<file path="src/rtl/char_lcd_pkg.sv">
package char_lcd_pkg;

  localparam int WORD_W = 10;
  localparam int DB_W   = 8;

  typedef enum logic [2:0] {
    ST_PWRUP      = 3'd0,
    ST_INIT_ISSUE = 3'd1,
    ST_INIT_WAIT  = 3'd2,
    ST_READY      = 3'd3,
    ST_SEND       = 3'd4
  } ctrl_state_t;

  typedef struct packed {
    logic            rs;
    logic            rw;
    logic [DB_W-1:0] code;
  } lcd_word_t;

  function automatic int cyc_per_us(input int clk_hz);
    return (clk_hz + 999_999) / 1_000_000;
  endfunction

  function automatic int imax(input int a, input int b);
    return (a > b) ? a : b;
  endfunction

endpackage

</file>
<file path="src/rtl/lcd_delay_counter.sv">
module lcd_delay_counter #(
  parameter int LIMIT = 16
) (
  input  logic clk,
  input  logic rst,
  input  logic en,
  output logic expired
);
  localparam int CNT_W = $clog2(LIMIT + 1);
  localparam logic [CNT_W-1:0] LAST = CNT_W'(LIMIT - 1);

  logic [CNT_W-1:0] cnt;

  assign expired = en && (cnt == LAST);

  always_ff @(posedge clk) begin
    if (rst || !en) begin
      cnt <= '0;
    end else if (cnt != LAST) begin
      cnt <= cnt + 1'b1;
    end
  end

  assert_cnt_bound_R2: assert property (@(posedge clk) disable iff (rst)
    cnt <= LAST);

endmodule

</file>
<file path="src/rtl/lcd_init_seq.sv">
module lcd_init_seq
  import char_lcd_pkg::*;
#(
  parameter int SLOT_W    = 16,
  parameter int CMD_CYC   = 100,
  parameter int CLEAR_CYC = 400,
  parameter bit LINES2    = 1'b1,
  parameter bit FONT_TALL = 1'b0,
  parameter bit DISP_ON   = 1'b1,
  parameter bit CURSOR_ON = 1'b0,
  parameter bit BLINK_ON  = 1'b0,
  parameter bit ADDR_INC  = 1'b1,
  parameter bit SCROLL    = 1'b0
) (
  input  logic [1:0]        idx,
  output lcd_word_t         word,
  output logic [SLOT_W-1:0] slot_len
);
  localparam logic [7:0] FN_SET   = 8'h30 | (8'(LINES2) << 3) | (8'(FONT_TALL) << 2);
  localparam logic [7:0] DISP_CTL = 8'h08 | (8'(DISP_ON) << 2) | (8'(CURSOR_ON) << 1)
                                          | 8'(BLINK_ON);
  localparam logic [7:0] CLR      = 8'h01;
  localparam logic [7:0] ENTRY    = 8'h04 | (8'(ADDR_INC) << 1) | 8'(SCROLL);

  always_comb begin
    word.rs  = 1'b0;
    word.rw  = 1'b0;
    slot_len = SLOT_W'(CMD_CYC);
    case (idx)
      2'd0: word.code = FN_SET;
      2'd1: word.code = DISP_CTL;
      2'd2: begin
        word.code = CLR;
        slot_len  = SLOT_W'(CLEAR_CYC);
      end
      default: word.code = ENTRY;
    endcase
  end

endmodule

</file>
<file path="src/rtl/lcd_bus_phy.sv">
module lcd_bus_phy
  import char_lcd_pkg::*;
#(
  parameter int SLOT_W    = 16,
  parameter int SETUP_CYC = 2,
  parameter int PULSE_CYC = 2
) (
  input  logic              clk,
  input  logic              rst,
  input  logic              start,
  input  lcd_word_t         word_in,
  input  logic [SLOT_W-1:0] slot_len,
  output logic              done,
  output logic              lcd_rs,
  output logic              lcd_rw,
  output logic              lcd_e,
  output logic [DB_W-1:0]   lcd_db
);
  localparam logic [SLOT_W-1:0] E_ON  = SLOT_W'(SETUP_CYC);
  localparam logic [SLOT_W-1:0] E_OFF = SLOT_W'(SETUP_CYC + PULSE_CYC);

  logic              active;
  logic [SLOT_W-1:0] cnt;
  logic [SLOT_W-1:0] len_q;
  logic [SLOT_W-1:0] cnt_nx;
  logic              run_nx;

  assign done = active && (cnt == len_q - 1'b1);

  always_comb begin
    cnt_nx = start ? '0 : cnt + 1'b1;
    run_nx = start || (active && !done);
  end

  always_ff @(posedge clk) begin
    if (rst) begin
      active <= 1'b0;
      cnt    <= '0;
      len_q  <= '0;
      lcd_rs <= 1'b0;
      lcd_rw <= 1'b0;
      lcd_db <= '0;
      lcd_e  <= 1'b0;
    end else begin
      if (start) begin
        active <= 1'b1;
        cnt    <= '0;
        len_q  <= slot_len;
        lcd_rs <= word_in.rs;
        lcd_rw <= word_in.rw;
        lcd_db <= word_in.code;
      end else if (active) begin
        cnt <= cnt + 1'b1;
        if (done) active <= 1'b0;
      end
      lcd_e <= run_nx && (cnt_nx >= E_ON) && (cnt_nx < E_OFF);
    end
  end

  assert_e_setup_R7: assert property (@(posedge clk) disable iff (rst)
    $rose(lcd_e) |-> $stable({lcd_rs, lcd_rw, lcd_db}));

  assert_e_hold_R7: assert property (@(posedge clk) disable iff (rst)
    (lcd_e || $fell(lcd_e)) |-> $stable({lcd_rs, lcd_rw, lcd_db}));

  assert_slot_bound_R6: assert property (@(posedge clk) disable iff (rst)
    active |-> (cnt < len_q));

endmodule

</file>
<file path="src/rtl/char_lcd_ctrl.sv">
module char_lcd_ctrl
  import char_lcd_pkg::*;
#(
  parameter int CLK_HZ     = 50_000_000,
  parameter int POWERUP_US = 50_000,
  parameter int CMD_US     = 50,
  parameter int CLEAR_US   = 2_000,
  parameter int SEND_US    = 50,
  parameter bit LINES2     = 1'b1,
  parameter bit FONT_TALL  = 1'b0,
  parameter bit DISP_ON    = 1'b1,
  parameter bit CURSOR_ON  = 1'b0,
  parameter bit BLINK_ON   = 1'b0,
  parameter bit ADDR_INC   = 1'b1,
  parameter bit SCROLL     = 1'b0
) (
  input  logic              clk,
  input  logic              rst,
  input  logic              wr_strobe,
  input  logic [WORD_W-1:0] wr_word,
  output logic              busy,
  output logic              lcd_rs,
  output logic              lcd_rw,
  output logic              lcd_e,
  output logic [DB_W-1:0]   lcd_db
);
  localparam int CPU       = cyc_per_us(CLK_HZ);
  localparam int PWR_CYC   = POWERUP_US * CPU;
  localparam int CMD_CYC   = CMD_US * CPU;
  localparam int CLEAR_CYC = CLEAR_US * CPU;
  localparam int SEND_CYC  = SEND_US * CPU;
  localparam int MAX_SLOT  = imax(imax(CMD_CYC, CLEAR_CYC), SEND_CYC);
  localparam int SLOT_W    = $clog2(MAX_SLOT + 1);
  localparam logic [1:0] LAST_INIT = 2'd3;

  ctrl_state_t       state, state_nx;
  logic [1:0]        init_idx;
  logic              pwr_done;
  logic              phy_start;
  logic              phy_done;
  lcd_word_t         phy_word;
  lcd_word_t         init_word;
  logic [SLOT_W-1:0] phy_len;
  logic [SLOT_W-1:0] init_len;

  lcd_delay_counter #(.LIMIT(PWR_CYC)) u_pwr_wait (
    .clk     (clk),
    .rst     (rst),
    .en      (state == ST_PWRUP),
    .expired (pwr_done)
  );

  lcd_init_seq #(
    .SLOT_W    (SLOT_W),
    .CMD_CYC   (CMD_CYC),
    .CLEAR_CYC (CLEAR_CYC),
    .LINES2    (LINES2),
    .FONT_TALL (FONT_TALL),
    .DISP_ON   (DISP_ON),
    .CURSOR_ON (CURSOR_ON),
    .BLINK_ON  (BLINK_ON),
    .ADDR_INC  (ADDR_INC),
    .SCROLL    (SCROLL)
  ) u_init_seq (
    .idx      (init_idx),
    .word     (init_word),
    .slot_len (init_len)
  );

  lcd_bus_phy #(
    .SLOT_W    (SLOT_W),
    .SETUP_CYC (CPU),
    .PULSE_CYC (CPU)
  ) u_phy (
    .clk      (clk),
    .rst      (rst),
    .start    (phy_start),
    .word_in  (phy_word),
    .slot_len (phy_len),
    .done     (phy_done),
    .lcd_rs   (lcd_rs),
    .lcd_rw   (lcd_rw),
    .lcd_e    (lcd_e),
    .lcd_db   (lcd_db)
  );

  always_comb begin
    state_nx  = state;
    phy_start = 1'b0;
    phy_word  = init_word;
    phy_len   = init_len;
    case (state)
      ST_PWRUP: begin
        if (pwr_done) state_nx = ST_INIT_ISSUE;
      end
      ST_INIT_ISSUE: begin
        phy_start = 1'b1;
        state_nx  = ST_INIT_WAIT;
      end
      ST_INIT_WAIT: begin
        if (phy_done) state_nx = (init_idx == LAST_INIT) ? ST_READY : ST_INIT_ISSUE;
      end
      ST_READY: begin
        if (wr_strobe) begin
          phy_start = 1'b1;
          phy_word  = lcd_word_t'(wr_word);
          phy_len   = SLOT_W'(SEND_CYC);
          state_nx  = ST_SEND;
        end
      end
      ST_SEND: begin
        if (phy_done) state_nx = ST_READY;
      end
      default: state_nx = ST_PWRUP;
    endcase
  end

  always_ff @(posedge clk) begin
    if (rst) begin
      state    <= ST_PWRUP;
      init_idx <= '0;
      busy     <= 1'b1;
    end else begin
      state <= state_nx;
      busy  <= (state_nx != ST_READY);
      if (state == ST_INIT_WAIT && phy_done && init_idx != LAST_INIT)
        init_idx <= init_idx + 1'b1;
    end
  end

  assert_idle_only_R5: assert property (@(posedge clk) disable iff (rst)
    !busy |-> (state == ST_READY));

  assert_quiet_powerup_R2: assert property (@(posedge clk) disable iff (rst)
    (state == ST_PWRUP) |-> !lcd_e);

  assert_init_ends_R3: assert property (@(posedge clk) disable iff (rst)
    (state == ST_INIT_WAIT && phy_done && init_idx == LAST_INIT) |=> (state == ST_READY));

  assert_busy_in_send_R8: assert property (@(posedge clk) disable iff (rst)
    (state == ST_SEND) |-> busy);

endmodule

</file>
<file path="config.mk">
export PLATFORM = sky130hd
export DESIGN_NAME = char_lcd_ctrl
export DESIGN_NICKNAME = d
export VERILOG_FILES = /design/src/rtl/char_lcd_pkg.sv /design/src/rtl/lcd_delay_counter.sv /design/src/rtl/lcd_init_seq.sv /design/src/rtl/lcd_bus_phy.sv /design/src/rtl/char_lcd_ctrl.sv
export SDC_FILE = /design/constraint.sdc
export NUM_CORES = 1
export LEC_CHECK = 0
export ABC_CLOCK_PERIOD_IN_PS = 6300
export BUFFER_PORTS_ARGS = -buffer_cell sky130_fd_sc_hd__buf_2
export CORE_MARGIN = 10
export CORE_UTILIZATION = 40
export DETAILED_ROUTE_END_ITERATION = 8
export MAX_ROUTING_LAYER = met4
export PLACE_DENSITY = 0.61
export RECOVER_POWER = 100
export SETUP_SLACK_MARGIN = 0.05
export SLEW_MARGIN = 15
export SYNTH_ARGS = -nofsm -noshare
export SYNTH_HDL_FRONTEND = slang
export SYNTH_SLANG_ARGS = --single-unit
</file>
<file path="constraint.sdc">
create_clock -name clk -period 6.3 [get_ports clk]
set_input_delay 1.26 -clock clk [delete_from_list [all_inputs] [get_ports clk]]
set_output_delay 1.26 -clock clk [all_outputs]
set_load 0.005 [all_outputs]
</file>
# Yosys cells after proc, flatten, opt, wreduce, memory -nomap -nowiden
# Index checks and enable logic that the tools add are counted.
[word_totals]
reg_bits = 74
latchBits = 0
mem_bits_rw = 0
mem_bits_ro = 0
in_bits = 13
wordCells = 61
memories = 0
[op_classes]
addsub = 4
mul = 0
div = 0
magnitude_cmp = 2
n_eq_ne = 12
n_shift = 0
mux = 18
n_bitwise = 0
reduce_logical = 14
[ops]
columns = ["operator", "count"]
rows = [
  ["17-bit two-way mux", 4],
  ["22-bit by 1-bit adder with 22-bit output, second input constant", 1],
  ["22-bit equality test, second input constant", 1],
  ["22-bit inequality test, second input constant", 1],
  ["10-bit two-way mux", 2],
  ["6-bit one-hot mux with 3 select lines", 1],
  ["17-bit by 1-bit adder with 17-bit output, second input constant", 1],
  ["17-bit equality test", 1],
  ["17-bit by 6-bit greater-or-equal comparator with 1-bit output, second input constant", 1],
  ["17-bit by 7-bit < comparator with 1-bit output, second input constant", 1],
  ["17-bit by 1-bit subtractor with 17-bit output, second input constant", 1],
  ["3-bit one-hot mux with 5 select lines", 1],
  ["3-bit two-way mux", 4],
  ["1-bit logical AND", 7],
  ["3-bit by 2-bit equality test with 1-bit output, second input constant", 2],
  ["2-bit equality test, second input constant", 2],
  ["1-bit two-way mux", 4],
  ["3-bit by 1-bit equality test with 1-bit output, second input constant", 1],
  ["3-bit equality test, second input constant", 1],
  ["3-bit logical NOT", 1],
  ["3-bit by 2-bit inequality test with 1-bit output, second input constant", 1],
  ["2-bit by 1-bit adder with 2-bit output, second input constant", 1],
  ["2-bit by 1-bit equality test with 1-bit output, second input constant", 1],
  ["1-bit logical NOT", 2],
  ["other kinds (6)", 7],
]

# Logic depth before layout (Yosys ltp)
[depth]
word_depth = 8
mapped_depth = 10
ltp_nobuf = 8

# Modules after synthesis
# A second synthesis with hierarchy kept.
[hier_totals]
hier_cells = 541
area_unflattened_um2 = 4518.1
[by_module_without_submodules]
columns = ["mod", "instances", "cells_each", "area_each_um2", "seq_area_each_um2"]
rows = [
  ["lcd_bus_phy", 1, 312, 2612.5, 920.9],
  ["lcd_delay_counter", 1, 135, 1139.8, 440.4],
  ["char_lcd_ctrl", 1, 65, 570.5, 120.1],
  ["lcd_init_seq", 1, 29, 195.2, 0.0],
]

# Worst setup path after synthesis
# No wires, ideal clock.
[synth_path]
kind = "input -> register"
from = "input port wr_strobe"
to = "register u_phy.lcd_e"
setup_ns = 0.086
arrival_time_ns = 2.510
required_ns = 6.214
path_slack_ns = 3.704
path_stages = 5
cell_sequence = "o21ai_1 -> nand2b_1 -> clkbuf_1 -> a2111o_1 -> a221oi_2"
[synth_via]
elab_chain_cells = 6
elab_cells_between_ends = 8
[synth_lines]
columns = ["item", "line", "rtl"]
rows = [
  ["start: declaration", "char_lcd_ctrl.sv:19", "input logic wr_strobe,"],
  ["1-bit two-way mux (*)", "char_lcd_ctrl.sv:104", "if (wr_strobe) begin"],
  ["1-bit one-hot mux with 2 select lines (*)", "char_lcd_ctrl.sv:92", "case (state)"],
  ["17-bit two-way mux", "lcd_bus_phy.sv:31", "cnt_nx = start ? '0 : cnt + 1'b1;"],
  ["17-bit by 6-bit greater-or-equal comparator with 1-bit output", "lcd_bus_phy.sv:56", "lcd_e <= run_nx && (cnt_nx >= E_ON) && (cnt_nx < E_OFF);"],
  ["1-bit logical AND", "lcd_bus_phy.sv:56", ""],
  ["1-bit logical AND (*)", "lcd_bus_phy.sv:56", ""],
  ["end signal: assignment", "lcd_bus_phy.sv:56", ""],
  ["end: declaration", "lcd_bus_phy.sv:16", "output logic lcd_e,"],
]
# Mark *: on every way between the ends. The rest lies on a longest branch, timed or not.
# A chain may end at the register's enable or synchronous reset.

# Final worst setup path
# Same ends and word-level chain as after synthesis.

==> out/qor.txt <==
Congestion Overflow GR - 0
WL/cell - 14.03 um
Final setup vio count - 0
Synth warnings - 0
Reg power frac - 0.509
FP Rows - 33
Root Buffer Master - clkbuf_8
Later-pin clock latency in the skew report - 0.34 ns
GRT Resource Usage Total - 0.1278
Min cycle time layout - 3.493 ns
Fill cells - 835
P_int - 0.5704 mW
CP cell instances - clkbuf_1 > o21ai_0 > nand2b_1 > a2111o_1 > a221oi_1
Vias in the first global route - 2735
Synth top area cells - dfxtp_1 35%, xor2_1 7.7%, nor2_1 7.2%
IO Pins - 25
Die ar. - 12690 sq um
Post-route setup slack - 2.807 ns
Final-stage net count - 443
CTS tree - built
Syn Nets - 436
Yosys cell types - 61
Clock Skews - 0.009418 ns
NetSw - 0.1810 mW
Unrepaired setup endpoints after global routing - false
Worst-path maximum fanout - 18
DRC - 0
Setup TNS - 0 ns
Effective utilization at floorplan - 0.4137
Crit path required time - 6.54 ns
Sw Share - 0.2408
Post-Syn Area - 3433 sq um
Share of total power in the clock network - 0.471
Wire length of the first global-routing pass - 13350 um
I/O Buffers - 24
Final clock period utilization by the worst path - 0.5544
DR iter-0 viols - 149
Initial antenna violation count - 0
Worst hold path type - reg -> reg
Core Area - 8299 sq um
Synth Flop Type - dfxtp_1
Post-CTS Hold Fix Bufs - 0
GPL Wtd Cong - 0.8025
Pwr dens - 202.3 nW/um^2
Post-DP HPWL - 5291 um
CP Capture Type - register
# Post-CTS Setup Buffers - 0
Layout cells sized above 1 - 0.08685
H-Tree Depth - 3
Power share of the combinational group - 0.020
Post-synthesis sequential area ratio - 0.3499
CP arrival - 3.74 ns
Slowest CP cell - o21ai_0
Drt total wl - 7449 um
Post-Syn Instances - 414
Yosys top cell area share - 0.3499
Max cap viols - 0
Hold slack - 0.4820 ns
Critical Path Start Type - input pin
CP delay by family, top - compound AO/OA/AOI/OAI gates
Synthesized flop and latch total - 60
Synth Area in Compound Gates - 0.1436
Number of buffers and inverters on the critical path - 1
Async SR Flop Fraction - 0
Main combinational cell family by area after synthesis - simple AND/OR/NAND/NOR gates
Worst slack at placement - 2.872 ns
Post-synth top cells - 66 x nor2_1, 60 x dfxtp_1, 30 x xor2_1
Post-synthesis simple-gate area fraction - 0.3054
Most common cell in the netlist - nor2_1
Vias - 2880
Mean Syn Cell Area - 8.293 sq um
Mux share of post-synthesis cell area - 0.01203
Post-synth EDFFs - 0
# resized after CTS - 0
Clk sink count - 60
Antenna Cells - 0
TritonCTS buffer count - 9
Hold Fails Final Rpt - 0
Slew headroom - 0.2395
Die Y - 112.6 um
Post-synthesis adder-cell area fraction - 0.03280
Synth-to-Final Area Change - 8.163%
Post-route ant nets - 0
Type of the worst setup path - in -> reg
Static Leakage - 1.351 nW
Slowest cell delay on critical path - 0.90 ns
First-pass DRT Iterations - 4
Final slew viol count - 0
Worst vdd ir - 0.1518 mV
Die Wd - 112.6 um
Largest area contributor in the netlist - dfxtp_1
Worst Tran Pin Value - 1.129 ns
CTS clk-pin slew, worst paths - 0.08 ns
Pin count of the biggest net entering global routing - 25
Xor and xnor area share after synthesis - 0.1071
Highest clock rate - 286.3 MHz
Max Root-Sink Buffers - 2
Status - finished clean
Via/cell ratio - 5.424
==> layout by cell type, fill, tap and decap left out, drive strengths merged, types with 2 or more instances in the layout <==
cell      count
ha            9
nor4          7
inv          10
nand2b        7
o22ai         5
nor4b         3
buf          12
clkbuf       21
o221a         2
or3           6
clkinv        3
nor3b         2
and4          7
a211oi        7
dfxtp        60
a221oi        3
a22o          3
and2          4
o21ai         9
mux2i         3
a31oi         3
or4           3
nor2b         2
nand3        17
o211ai        5
nor4bb        2
a21o          2
nand4        13
clkinvlp      2
nor2         66
xnor2        12
nand2        25
xor2         30
a21oi        14
nor3         14
and3          9
a211o         2
a22oi         7
==> power by group through the flow <==
stage	Combinational [mW]	Clock (mW)	Sequential [mW]
floorplan	0.00988	0	0.391
global placement	0.0158	0	0.391
detailed placement	0.0161	0	0.391
CTS	0.0162	0.367	0.382
global route	0.0178	0.383	0.382
finish	0.0154	0.354	0.382
==> sequential cells by signal (all words and copies together), names as in the netlist, 2 cells and up <==
register / count
init_idx: 2
state: 3
u_phy.lcd_db: 8
u_phy.cnt: 17
u_phy.len_q: 3
u_pwr_wait.cnt: 22
==> metrics by stage <==
step                      std cells  power (mW)  area [sq um]    util
after floorplan                 414      0.4005          3433       -
after global placement          515      0.4067          3550  0.4277
after detailed placement        515      0.4071          3550  0.4277
after CTS                       531      0.7657          3750  0.4518
after global routing            531      0.7831          3714  0.4475
final                           531      0.7514          3714  0.4475
==> logic make-up after synthesis <==
group	count (synthesis)
mux	4
xor+xnor	42
simple gates	192
fa+ha+maj	9
flops	60
compound gates	70
buf+inv	37
==> final timing paths <==
check / startpoint / end / slack (ns) / depth (start not counted)
worst max-delay path: wr_strobe / u_phy.lcd_e / 2.81 / 5
worst min-delay path: u_pwr_wait.cnt[1] / u_pwr_wait.cnt[1] / 0.48 / 2
worst max register to register: u_phy.len_q[15] / init_idx[0] / 3.03 / 8
worst min register to register: u_pwr_wait.cnt[1] / u_pwr_wait.cnt[1] / 0.48 / 2
==> worst register-to-register path, stage by stage, from the launching register on <==
cell       delay (ns)
dfxtp_1          0.66
inv_1            0.23
ha_1             0.32
o21ai_0          0.21
a221oi_1         0.13
nor4_1           0.30
o2111ai_1        0.38
nor4_1           0.57
mux2_1           0.36
==> metal layers <==
| metal | up-vias | routed length, um | GRT usage |
|---|---|---|---|
| met5 | - | 0 | - |
| met4 | 0 | 47 | 0.03469 |
| met3 | 2 | 247 | 0.03887 |
| met2 | 40 | 3644 | 0.1947 |
| met1 | 1338 | 3510 | 0.1598 |
| li1 | 1500 | - | - |
==> final cells by class <==
class / count / area (sq um) / share of cell area
multi-input cells: 317 / 2042 / 0.5499
well taps: 105 / 131.4 / 0.03538
flip-flops and latches: 60 / 1201 / 0.3234
clock buffers: 9 / 123.9 / 0.03336
inverters: 9 / 33.78 / 0.009097
repair buffers: 24 / 105.1 / 0.02830
clock inverters: 7 / 76.32 / 0.02055
Note: power is estimated with default switching activity, not from simulation.
